[src/rtl/ras_pkg.sv]
package ras_pkg;
    typedef enum logic [1:0] {
        OP_IDLE = 2'd0,
        OP_PUSH = 2'd1,
        OP_POP  = 2'd2
    } ras_op_e;
endpackage

[src/rtl/ras_store.sv]
module ras_store #(
    parameter int DEPTH = 16,
    parameter int PC_W  = 16,
    localparam int IDX_W = $clog2(DEPTH)
) (
    input  logic             clk,
    input  logic             rst_n,
    input  logic             we_i,
    input  logic [IDX_W-1:0] waddr_i,
    input  logic [PC_W-1:0]  wdata_i,
    input  logic [IDX_W-1:0] raddr_i,
    output logic [PC_W-1:0]  rdata_o
);
    logic [PC_W-1:0] mem_q [DEPTH];
    logic [PC_W-1:0] mem_d [DEPTH];
    logic [DEPTH-1:0] sel;

    // one write-select line per slot
    for (genvar g = 0; g < DEPTH; g++) begin : g_sel
        assign sel[g] = we_i && (waddr_i == IDX_W'(g));
    end

    always_comb begin
        for (int i = 0; i < DEPTH; i++) begin
            mem_d[i] = sel[i] ? wdata_i : mem_q[i];
        end
    end

    always_ff @(posedge clk) begin
        for (int i = 0; i < DEPTH; i++) begin
            if (!rst_n) mem_q[i] <= '0;
            else        mem_q[i] <= mem_d[i];
        end
    end

    assign rdata_o = mem_q[raddr_i];

    // a written slot holds the written value on the next cycle
    p_slot_write_r3: assert property (@(posedge clk) disable iff (!rst_n)
        we_i |=> mem_q[$past(waddr_i)] == $past(wdata_i));
endmodule

[src/rtl/ras_ctrl.sv]
module ras_ctrl
    import ras_pkg::*;
#(
    parameter int DEPTH = 16,
    localparam int IDX_W = $clog2(DEPTH),
    localparam int CNT_W = IDX_W + 1
) (
    input  logic             clk,
    input  logic             rst_n,
    input  logic             call_i,
    input  logic             irq_i,
    input  logic             pop_i,
    output ras_op_e          op_o,
    output logic [IDX_W-1:0] idx_o,
    output logic             full_o,
    output logic             inhibit_o
);
    typedef struct packed {
        logic [IDX_W-1:0] idx;
        logic [CNT_W-1:0] cnt;
    } ctrl_t;

    ctrl_t st_q, st_d;
    ras_op_e op;

    assign full_o    = (st_q.cnt == CNT_W'(DEPTH));
    assign inhibit_o = full_o;

    always_comb begin
        st_d = st_q;
        if (pop_i)                  op = OP_POP;
        else if (call_i)            op = OP_PUSH;
        else if (irq_i && !full_o)  op = OP_PUSH;
        else                        op = OP_IDLE;

        case (op)
            OP_PUSH: begin
                st_d.idx = st_q.idx + 1'b1;
                if (!full_o) st_d.cnt = st_q.cnt + 1'b1;
            end
            OP_POP: begin
                if (st_q.cnt != '0) begin
                    st_d.idx = st_q.idx - 1'b1;
                    st_d.cnt = st_q.cnt - 1'b1;
                end
            end
            default: ;
        endcase
    end

    always_ff @(posedge clk) begin
        if (!rst_n) st_q <= '0;
        else        st_q <= st_d;
    end

    assign op_o  = op;
    assign idx_o = st_q.idx;

    p_cnt_bound_r1: assert property (@(posedge clk) disable iff (!rst_n)
        st_q.cnt <= CNT_W'(DEPTH));
    p_pop_dec_r4: assert property (@(posedge clk) disable iff (!rst_n)
        (pop_i && st_q.cnt != '0) |=> st_q.cnt == $past(st_q.cnt) - 1'b1);
    p_call_full_r5: assert property (@(posedge clk) disable iff (!rst_n)
        (call_i && !pop_i && full_o) |=> full_o && st_q.idx == $past(st_q.idx) + 1'b1);
    p_irq_blocked_r7: assert property (@(posedge clk) disable iff (!rst_n)
        (irq_i && !call_i && !pop_i && full_o) |=> $stable(st_q.idx) && full_o);
    p_pop_empty_r9: assert property (@(posedge clk) disable iff (!rst_n)
        (pop_i && st_q.cnt == '0) |=> st_q.cnt == '0 && $stable(st_q.idx));
    p_pop_wins_r10: assert property (@(posedge clk) disable iff (!rst_n)
        (pop_i && (call_i || irq_i) && st_q.cnt != '0) |=> !full_o);
endmodule

[src/rtl/ret_addr_stack.sv]
module ret_addr_stack
    import ras_pkg::*;
#(
    parameter int DEPTH = 16,
    parameter int PC_W  = 16,
    localparam int IDX_W = $clog2(DEPTH)
) (
    input  logic            clk,
    input  logic            rst_n,
    input  logic            call_push,
    input  logic            irq_push,
    input  logic            pop,
    input  logic [PC_W-1:0] pc_in,
    output logic [PC_W-1:0] pop_pc,
    output logic            full,
    output logic            irq_inhibit
);
    ras_op_e          op;
    logic [IDX_W-1:0] idx;
    logic [IDX_W-1:0] top_idx;

    ras_ctrl #(.DEPTH(DEPTH)) u_ctrl (
        .clk       (clk),
        .rst_n     (rst_n),
        .call_i    (call_push),
        .irq_i     (irq_push),
        .pop_i     (pop),
        .op_o      (op),
        .idx_o     (idx),
        .full_o    (full),
        .inhibit_o (irq_inhibit)
    );

    assign top_idx = idx - 1'b1;

    ras_store #(.DEPTH(DEPTH), .PC_W(PC_W)) u_store (
        .clk     (clk),
        .rst_n   (rst_n),
        .we_i    (op == OP_PUSH),
        .waddr_i (idx),
        .wdata_i (pc_in),
        .raddr_i (top_idx),
        .rdata_o (pop_pc)
    );

    // the inhibit never drops while the stack stays full
    p_inhibit_tracks_r6: assert property (@(posedge clk) disable iff (!rst_n)
        (full && !pop) |=> irq_inhibit);
endmodule

[config.mk]
export PLATFORM = sky130hd
export DESIGN_NAME = ret_addr_stack
export DESIGN_NICKNAME = d
export VERILOG_FILES = /design/src/rtl/ras_pkg.sv /design/src/rtl/ras_store.sv /design/src/rtl/ras_ctrl.sv /design/src/rtl/ret_addr_stack.sv
export SDC_FILE = /design/constraint.sdc
export NUM_CORES = 1
export LEC_CHECK = 0
export BUFFER_PORTS_ARGS = -buffer_cell sky130_fd_sc_hd__buf_2
export CORE_UTILIZATION = 46
export CTS_BUF_LIST = sky130_fd_sc_hd__clkbuf_2
export CTS_CLUSTER_DIAMETER = 200
export DETAILED_ROUTE_END_ITERATION = 8
export MAX_ROUTING_LAYER = met4
export PLACE_DENSITY_LB_ADDON = 0.25
export SLEW_MARGIN = 20
export SYNTH_ARGS = -nofsm -noshare
export SYNTH_HDL_FRONTEND = slang
export SYNTH_SLANG_ARGS = --single-unit
export TNS_END_PERCENT = 10
[constraint.sdc]
create_clock -name clk -period 3.8 [get_ports clk]
set_input_delay 0.76 -clock clk [delete_from_list [all_inputs] [get_ports clk]]
set_output_delay 0.76 -clock clk [all_outputs]
set_load 0.01 [all_outputs]
==> results of run 1 <==
==> kinds of logic (layout without fill, tap and decap cells) <==
kind of cell               Yosys count  count (layout)  synth area share (%)
adders and majority gates            9               9                0.9586
xor gates and xnor gates             9               9                0.7789
muxes                               67              67                 8.547
buffers and inverters               77             205                 2.706
and+or+nand+nor                    455             455                 19.66
other                                0               1                     0
AOI/OAI and AO/OA                   66              66                 4.563
DFF                                265             265                 62.79
==> stage by stage <==
step	hold WS, ps	power (W)	utilization (%)	setup WS (ps)
after floorplan	483.5	0.006714	-	857.9
after global placement	511.3	0.008104	49.33	684.7
after detailed placement	520.7	0.008160	49.33	640.7
after CTS	244.8	0.01043	52.04	-49.58
after global routing	267.5	0.01108	52.50	-21.87
final	330.5	0.01051	52.50	119.6
==> cell usage after synthesis (3+ instances only) <==
cell type / instances / area, µm²
nor2_1: 22 / 82.58
mux4_2: 32 / 720.7
and2_1: 261 / 1633
a21oi_1: 4 / 20.02
nand3_1: 37 / 185.2
xnor2_1: 6 / 52.55
buf_4: 4 / 30.03
mux2i_1: 35 / 350.3
a221oi_1: 8 / 70.07
o21ai_0: 19 / 95.09
clkbuf_1: 47 / 176.4
buf_2: 16 / 80.08
ha_1: 8 / 100.1
nand2b_1: 5 / 31.28
o211ai_2: 3 / 37.54
dfxtp_1: 9 / 180.2
edfxtp_1: 256 / 7687
o21a_1: 3 / 22.52
nand2_1: 121 / 454.2
a221oi_2: 8 / 120.1
nor2b_1: 3 / 18.77
a32o_1: 16 / 160.2
inv_1: 6 / 22.52
==> per-layer routing <==
layer  share of wire, %  up-vias
met2                 51      180
met3                4.5       42
met1                 43     3838
met5                  0        -
met4                1.8        0
li1                   -     3586
==> power by group <==
part / internal, W / switching (W)
clock: 0.000602 / 0.00108
sequential: 0.00348 / 0.000128
combinational: 0.00224 / 0.00298
total: 0.00632 / 0.00419
==> area by class of cell <==
type | count | area (µm²) | area share, %
inverters | 6 | 26.28 | 0.1868
clock buffers | 85 | 425.4 | 3.024
diodes | 1 | 2.502 | 0.01779
multi-input cells | 606 | 4503 | 32.01
repair buffers | 96 | 738.2 | 5.247
well taps | 341 | 426.7 | 3.032
clock inverters | 18 | 75.07 | 0.5336
flip-flops and latches | 265 | 7873 | 55.95
==> worst paths after layout <==
kind / slack, ps / startpoint / end
worst max-delay path: 120 / u_ctrl.idx_o[0] / pop_pc[9]
worst min-delay path: 330 / rst_n / u_ctrl.st_q[4]
worst max register to register: 1420 / u_ctrl.idx_o[0] / u_store.mem_q[15][11]
worst min register to register: 520 / u_ctrl.idx_o[1] / u_ctrl.idx_o[1]
==> timing repair <==
item / in CTS / in global routing
endpoints found under the setup margin: 16 / 16
buffers inserted: 6 / 4
cloned: 3 / 0
pin swaps: 7 / 7
gates resized for setup: 16 / 29
==> flip-flops by register name, summed over array words and instances (netlist names) <==
signal	cells
u_store.mem_q	256
u_ctrl.st_q	5
u_ctrl.idx_o	4
==> worst reg2reg max path, delay by kind of cell, from the launching register on <==
| family | cells | cell delay, ps |
|---|---|---|
| AOI/OAI and AO/OA | 1 | 180 |
| DFF | 1 | 390 |
| buffers and inverters | 2 | 620 |
| adders and majority gates | 1 | 230 |
| and+or+nand+nor | 3 | 840 |
==> metrics.md, run 1 <==
| Metric | Value |
|---|---|
| TritonCTS clock tree | `done` |
| Worst Hold Class | `in2reg` |
| Crit-path most repeated cell | `nand2_1` |
| Initial DRC count | `601` |
| Period utilization | `a little over nine tenths` |
| Ratio of cells with drive above 1 in the final layout | `25.00%` |
| Ys flop type | `edfxtp_1` |
| FMAX | `about 270 MHz` |
| Min Tclk post-route | `3680 ps` |
| Gr busiest metal | `met2` |
| CTS Root Buffer Type | `clkbuf_2` |
| Nets | `1066` |
| Final wirelength | `30.08 mm` |
| Syn. warnings | `0` |
| Clock Skews | `38.36 ps` |
| Met2 usage | `a little under two fifths` |
| Post-route DRC | `0` |
| CP required | `3040 ps` |
| IO Pins | `39` |
| Syn Area/Cell | `~13 µm²` |
| Worst-path clk slew | `between 100 and 150 ps` |
| Worst Reg-to-Reg Cells | `7` |
| WL per Instance | `21.21 µm` |
| Top delay family on crit path | `buffers and inverters` |
| Die area | `approximately 28000 µm²` |
| Via count | `7646` |
| Layout area overhead | `12.28%` |
| Fill count | `between 2000 and 2500` |
| Row count | `60` |
| Vias in the first global route | `7773` |
| H-tree Lvls | `2` |
| Gr usage total | `between 20 and 25%` |
| Placed cell areas | `~13000 µm²` |
| Ys async rst share | `0%` |
| Total congestion overflow | `0` |
| Critical Path, Cell by Cell | `clkinvlp_4 -> buf_4 -> ha_4 -> buf_12 -> mux4_2 -> nand2_1 -> nand2_1 -> a32o_1 -> buf_2` |
| Clk buf depth | `3` |
| CTS sink cnt | `~270` |
| Die X-Extent | `167.0 µm` |
| Synth Instances | `948` |
| Worst vdd ir | `700.5 µV` |
| DP Cell Count | `approximately 1300` |
| Maxcap violations | `0` |
| Post-DP HPWL | `17.98 mm` |
| Vias per cell | `5.392` |
| Post-synthesis sequential element count | `between 200 and 300` |
| Setup tns final | `0 ps` |
| CP startpoint kind | `flip-flop` |
| Crit path largest cell delay | `390 ps` |
| Max-slew violations | `0` |
| Worst Tran Pin Value | `782.1 ps` |
| Unrepaired setup endpoints after global routing | `yes` |
| Port bufs | `38` |
| # setup viols final | `0` |
| Core ar. | `between 20000 and 30000 µm²` |
| Routed Antenna Nets | `0` |
| Count of cell types in the netlist | `38` |
| Non-Filler Instances | `1418` |
| Most frequent cells in the layout | `261 x and2_1, 256 x edfxtp_1, 119 x nand2_1` |
| Leading cell type in the layout, fill and taps excluded | `and2_1` |
| Max FO, Critical Path | `18` |
| Pwr Density | `747.2 nW/µm²` |
| Initial Util | `46.76%` |
| CP Buf/Inv Count | `4` |
| Syn nets | `978` |
| Initial antenna violation count | `1` |
| Pin count of the biggest net entering global routing | `49` |
| First-pass GRT wire length | `45.86 mm` |
| CTS Buf Count | `61` |
| Final GP Congestion | `approximately 0.8` |
| Max-slew headroom | `47.81%` |
| CP max-delay cell | `dfxtp_4` |
| Met3 usage | `3.541%` |
| Critical path capture point type | `output pin` |
| Leakage | `between 5 and 6 nW` |
| 1st-pass router iterations | `5` |
| Die H | `between 150 and 200 µm` |
| Met1 usage | `28.77%` |
| Mapped Area | `between 10000 and 15000 µm²` |
| Post-synthesis sequential area ratio | `a little over three fifths` |
| Status | `completed` |
| EDFF count, synth | `256` |
| Levels on crit path | `9` |
| Worst hold stages | `2` |
| Fin. Hold Viols | `0` |
| Final Instance Area | `14070 µm²` |
| Arrival @ worst endpoint | `around 2900 ps` |
| WS Path Type | `reg2out` |
| CTS Hold Bufs | `0` |
| Clock Latency Late Sink | `860 ps` |
(Power assumes the default switching activity.)
==> run 2, diff against run 1 <==
--- a/config.mk
+++ b/config.mk
@@ -6,6 +6,8 @@
 export NUM_CORES = 1
 export LEC_CHECK = 0
 export BUFFER_PORTS_ARGS = -buffer_cell sky130_fd_sc_hd__buf_2
+export CELL_PAD_IN_SITES_DETAIL_PLACEMENT = 0
+export CELL_PAD_IN_SITES_GLOBAL_PLACEMENT = 1
 export CORE_UTILIZATION = 46
 export CTS_BUF_LIST = sky130_fd_sc_hd__clkbuf_2
 export CTS_CLUSTER_DIAMETER = 200
==> run 2 against run 1 <==
Effect of this change: first-iteration DRC count decreased by 3.0%; sequential share of layout area up 0.19 points; hold slack improved by 110 ps; via count decreased by 1.2%; highest routed layer unchanged; the flow now finishes with violations (DRC); non-clock buffer count is 7 lower.
==> metrics.md, run 2 (synthesis results as in run 1) <==
| Metric | Value |
|---|---|
| Status | `finished, violations left` |
| Violated checks | `DRC` |
| Worst vdd ir | `508.0 µV` |
| DP Cell Count | `1303` |
| Post-route DRC | `4` |
| Non-Filler Instances | `between 1000 and 1500` |
| Period utilization | `96.80%` |
| Worst hold stages | `2` |
| Sequential Area | `7871 µm²` |
| Fill count | `roughly 2300` |
| Max reg flops | `256` |
| CTS Hold Bufs | `0` |
| WL per Instance | `20.54 µm` |
| Min-delay src | `pc_in[5]` |
| Initial DRC count | `roughly 580` |
| Post-DP HPWL | `18.34 mm` |
| Worst Reg-to-Reg Cells | `6` |
| FMAX | `271.9 MHz` |
| Fin. Hold Viols | `0` |
| H-tree Lvls | `3` |
| Max-slew headroom | `61.77%` |
| Pwr Total | `0.01038 W` |
| Worst Hold Class | `in2reg` |
| Vias in the first global route | `7554` |
| Leading cell type in the layout, fill and taps excluded | `and2_1` |
| Die X-Extent | `167.0 µm` |
| CTS Root Buffer Type | `clkbuf_2` |
| Initial antenna violation count | `1` |
| Max FO, Critical Path | `18` |
| Clock Latency Late Sink | `800 ps` |
| Layout area overhead | `11.88%` |
| Port bufs | `38` |
| Maxcap violations | `0` |
| Nets | `1066` |
| Worst-path clk slew | `100 ps` |
| Unrepaired setup endpoints after global routing | `yes` |
| Min Tclk post-route | `between 3000 and 4000 ps` |
| Row count | `60` |
| CP startpoint kind | `flip-flop` |
| Clk buf depth | `3` |
| Die H | `167.0 µm` |
| Post-Route Utilization | `52.31%` |
| Vias per cell | `between 5 and 6` |
| Reg2Reg Launch Point | `u_ctrl.idx_o[0]` |
| Worst Tran Pin Value | `573.4 ps` |
| # setup viols final | `0` |
| Die area | `27900 µm²` |
| Leakage | `5.507 nW` |
| Multi-input logic area | `4405 µm²` |
| TritonCTS clock tree | `done` |
| Reg with most FFs | `u_store.mem_q` |
| Routed Antenna Nets | `0` |
| Min-Delay Endpoint | `u_store.mem_q[3][5]` |
| Ratio of cells with drive above 1 in the final layout | `23.31%` |
| Reg2reg setup slack | `roughly 1600 ps` |
| Via count | `7551` |
| Pwr Density | `roughly 740 nW/µm²` |
| IO Pins | `39` |
| WS Path Type | `reg2out` |
| Arrival @ worst endpoint | `2920 ps` |
| Max-slew violations | `0` |
| Reg-to-reg critical path endpoint | `u_store.mem_q[7][15]` |
| Initial Util | `a little under half` |
| Core ar. | `roughly 27000 µm²` |
| Clock Skews | `~50 ps` |
| First-pass GRT wire length | `45.28 mm` |
| Critical path capture point type | `output pin` |
| Placed cell areas | `13240 µm²` |
| Final GP Congestion | `roughly 0.82` |
| Final wirelength | `approximately 30 mm` |
| CTS Buf Count | `68` |
| Pin count of the biggest net entering global routing | `49` |
| Final Instance Area | `14020 µm²` |
| Most frequent cells in the layout | `261 x and2_1, 256 x edfxtp_1, 121 x nand2_1` |
| CTS sink cnt | `265` |
| 1st-pass router iterations | `7` |
| Gr usage total | `22.39%` |
| Total congestion overflow | `0` |
| CP required | `3040 ps` |
==> run 2: cell count changes in the layout (fill, tap and decap cells not counted), sizes merged <==
cell and change:
inv +1, buf -8, bufinv +3, bufbuf +1, clkinvlp -2, clkbuf +9
clkinv +1, diode +2
==> run 2: routing by layer <==
layer / global-route usage (%) / vias to the layer above / wire length [µm]
li1: - / 3592 / -
met1: 30.47 / 3716 / 13570
met2: 34.27 / 206 / 13780
met3: 4.064 / 37 / 1480
met4: 6.804 / 0 / 437
met5: - / - / 0
==> run 2: worst max path at each step <==
stage	slack [ps]	startpoint	endpoint	cells after the start
after CTS	-20	u_ctrl.idx_o[0]	pop_pc[10]	8
final	120	u_ctrl.idx_o[1]	pop_pc[10]	8
after detailed placement	770	u_ctrl.idx_o[1]	pop_pc[2]	8
after global placement	860	u_ctrl.idx_o[0]	pop_pc[10]	8
after global routing	-40	u_ctrl.idx_o[1]	pop_pc[2]	8
after floorplan	860	pop	u_store.mem_q[4][0]	4
==> run 2: cell type report <==
| class | instances | area share, % |
|---|---|---|
| clock buffer | 94 | 3.356 |
| multi-input combinational | 606 | 31.42 |
| clock inverter | 21 | 1.151 |
| antenna | 3 | 0.05355 |
| tap | 341 | 3.043 |
| sequential | 265 | 56.14 |
| inverter | 6 | 0.1606 |
| timing repair buffer | 89 | 4.668 |
==> run 2: critical path, stage by stage (launching register included) <==
cell and delay [ps]:
dfxtp_2 400, inv_1 120, ha_1 340, buf_6 220, nor2_1 70, buf_4 230
a221oi_4 350, a32o_1 220, buf_2 130
==> run 2: what timing repair did <==
action,4_1_cts,5_1_grt
cloned,1,0
gates resized for setup,6,10
endpoints found under the setup margin,15,16
buffers inserted,3,0
==> run 2: report_power, final <==
group / switching [W] / internal (W) / leakage, nW
clock network: 0.00113 / 0.000868 / 0.473
logic: 0.00273 / 0.00202 / 2.31
registers: 0.000140 / 0.00348 / 2.73
==> run 2: metrics by stage <==
| stage | setup TNS, ps | hold slack [ps] | setup WS [ps] |
|---|---|---|---|
| after detailed placement | 0 | 519.1 | 767.4 |
| final | 0 | 439.4 | 121.6 |
| after CTS | -25.72 | 365.0 | -23.14 |
| after floorplan | 0 | 483.5 | 857.9 |
| after global routing | -117.7 | 395.8 | -43.01 |
| after global placement | 0 | 511.0 | 855.4 |
==> run 3, diff against run 2 <==
--- a/config.mk
+++ b/config.mk
@@ -17,5 +17,6 @@
 export SLEW_MARGIN = 20
 export SYNTH_ARGS = -nofsm -noshare
 export SYNTH_HDL_FRONTEND = slang
+export SYNTH_HIERARCHICAL = 1
 export SYNTH_SLANG_ARGS = --single-unit
 export TNS_END_PERCENT = 10
==> run 3 against run 2 <==
Effect of this change: the flow still finishes with violations (DRC); die area shrank 1.5%; clock power fell by 3%; synthesized area is 1.5% lower; highest routed layer unchanged; sequential cell count stayed put; via count down 3.9%; clock skew rose by 22 ps; largest power group unchanged; synthesized cell count fell by 14%; register-to-register slack got worse by 430 ps; maximum frequency is 0.61% higher; non-clock buffer count fell by 5; combinational power fell by 25%; clock-buffer cell count is 10 higher.
==> metrics.md, run 3 <==
| Metric | Value |
|---|---|
| Status | `finished, violations left` |
| Violated checks | `DRC` |
| Clock Latency Late Sink | `roughly 820 ps` |
| CTS Root Buffer Type | `clkbuf_2` |
| Initial Util | `approximately 47%` |
| PnR worst setup slack | `about 140 ps` |
| CP Buf/Inv Count | `4` |
| Ys async rst share | `0%` |
| Post-route DRC | `10` |
| Top cell type's share of synthesized area | `between 60% and 70%` |
| Post-DP HPWL | `17.80 mm` |
| Die H | `165.8 µm` |
| Final GP Congestion | `~0.79` |
| Worst Hold Class | `in2reg` |
| Row count | `59` |
| Final wirelength | `about 30 mm` |
| Syn Area/Cell | `15.17 µm²` |
| Worst Tran Pin Value | `486.9 ps` |
| WS Path Type | `reg2out` |
| Nets | `between 900 and 1000` |
| Leakage | `~5.4 nW` |
| Worst vdd ir | `302.2 µV` |
| Period utilization | `around 96%` |
| CTS Buf Count | `71` |
| Post-synthesis sequential area ratio | `between 60 and 70%` |
| Fin. Hold Viols | `0` |
| Post-Route Utilization | `52.47%` |
| # setup viols final | `0` |
| FMAX | `around 270 MHz` |
| Syn. warnings | `6` |
| IO Pins | `39` |
| Via count | `between 7000 and 8000` |
| Reg with most FFs | `u_store/mem_q` |
| 1st-pass router iterations | `7` |
| DP Worst Slack | `roughly 720 ps` |
| WL per Instance | `23.22 µm` |
| CP required | `3040 ps` |
| Layout area overhead | `11.38%` |
| Crit path largest cell delay | `a little under 400 ps` |
| Arrival @ worst endpoint | `2900 ps` |
| Core ar. | `about 26000 µm²` |
| Maxcap violations | `0` |
| Critical path capture point type | `output pin` |
| Pin count of the biggest net entering global routing | `65` |
| Max reg flops | `about 260` |
| Top delay family on crit path | `buffers and inverters` |
| CTS sink cnt | `between 200 and 300` |
| Port bufs | `38` |
| Vias per cell | `5.609` |
| Commonest cells in the synthesized netlist | `257 x and2_1, 256 x edfxtp_1, 46 x clkbuf_1` |
| H-tree Lvls | `3` |
| Worst-path clk slew | `110 ps` |
| Vias in the first global route | `7633` |
| Initial DRC count | `roughly 570` |
| Gr usage total | `22.67%` |
| Clock Skews | `between 70 and 80 ps` |
| CP max-delay cell | `dfxtp_1` |
| Max-slew headroom | `67.54%` |
| EDFF count, synth | `256` |
| Count of cell types in the netlist | `45` |
| Critical Path, Cell by Cell | `inv_4 -> ha_1 -> clkinv_4 -> buf_8 -> mux4_1 -> a22oi_2 -> nand2_1 -> buf_2` |
| Dominant cell type by area after synthesis | `edfxtp_1` |
| Largest cells by area after synthesis | `edfxtp_1 62%, and2_1 13%, mux4_2 7.3%` |
| Initial antenna violation count | `1` |
| Most frequent cells in the layout | `256 x and2_1, 256 x edfxtp_1, 104 x clkbuf_2` |
| Max-slew violations | `0` |
| Routed Antenna Nets | `0` |
| Max FO, Critical Path | `14` |
| First-pass GRT wire length | `between 40 and 50 mm` |
| CTS Hold Bufs | `0` |
| Post-synthesis sequential element count | `roughly 270` |
| Clk buf depth | `3` |
| Min Tclk post-route | `around 3700 ps` |
| Mapped Area | `12340 µm²` |
| Die X-Extent | `around 170 µm` |
| CP startpoint kind | `flip-flop` |
| Ys flop type | `edfxtp_1` |
| Die area | `around 27000 µm²` |
| TritonCTS clock tree | `done` |
| Synth Instances | `between 800 and 900` |
| Total congestion overflow | `0` |
| Pwr Density | `between 600 and 700 nW/µm²` |
| Most common cell in the netlist | `and2_1` |
| Unrepaired setup endpoints after global routing | `no` |
| Ratio of cells with drive above 1 in the final layout | `between 20 and 30%` |
| Syn nets | `~840` |
==> run 3: cells by family after synthesis <==
group / share of synthesized area [%]
adders and majority gates: 0.9325
AOI/OAI and AO/OA: 3.639
DFF: 63.73
and+or+nand+nor: 15.84
xor gates and xnor gates: 0.5676
buffers and inverters: 2.797
muxes: 12.49
==> run 3: power by group <==
group | total [W] | internal, W | switching [W]
sequential | 0.00350 | 0.00340 | 0.000100
combinational | 0.00355 | 0.00153 | 0.00202
clock | 0.00194 | 0.000794 | 0.00114
total | 0.00899 | 0.00573 | 0.00326
==> run 3: area by class of cell <==
class / count / area [µm²]
fill: 2170 / 12460
sequential: 265 / 7869
multi-input combinational: 475 / 4179
timing repair buffer: 84 / 613.1
clock buffer: 104 / 520.5
tap: 335 / 419.2
clock inverter: 18 / 97.59
inverter: 11 / 48.80
antenna: 1 / 2.502
==> run 3: metrics by stage <==
step           total power [W]  hold WS (ps)  instances  area (µm²)  setup TNS, ps
2_1_floorplan         0.005721         443.0        814       12340              0
3_3_place_gp          0.006757         476.1       1164       12980              0
3_5_place_dp          0.006813         501.7       1164       12980              0
4_1_cts               0.008881         211.9       1287       13640         -5.201
5_1_grt               0.009435         226.2       1293       13750              0
6_report              0.008990         294.5       1293       13750              0
==> run 3: timing repair <==
action,CTS,global route
cloned,1,1
setup endpoints to repair,16,16
resized for setup,5,15
hold endpoints to repair,0,0
buffers inserted,0,4
==> run 3: path summary, 6_finish.rpt <==
kind                                              to  slack [ps]  cells past startpoint             from
worst max-delay path                       pop_pc[0]         140                      8  u_ctrl/idx_o[0]
worst min-delay path                  u_ctrl/st_q[3]         290                      4        call_push
worst max register to register  u_store/mem_q[0][15]        1200                      9   u_ctrl/st_q[0]
worst min register to register        u_ctrl/st_q[2]         500                      2   u_ctrl/st_q[2]
==> run 3: per-layer routing <==
metal	vias to the layer above	track usage (%)	part of all wire [%]	wire length, µm
met1	3691	28.53	42	12580
met3	67	4.766	5.6	1687
li1	3240	-	-	-
met4	0	7.395	2.4	729
met2	255	36.85	50	15030
met5	-	-	0	0
==> run 3: worst min-delay path: stages <==
cell,delay [ps]
buf_2,100
nor3_1,80
nand2_1,70
a21oi_1,60
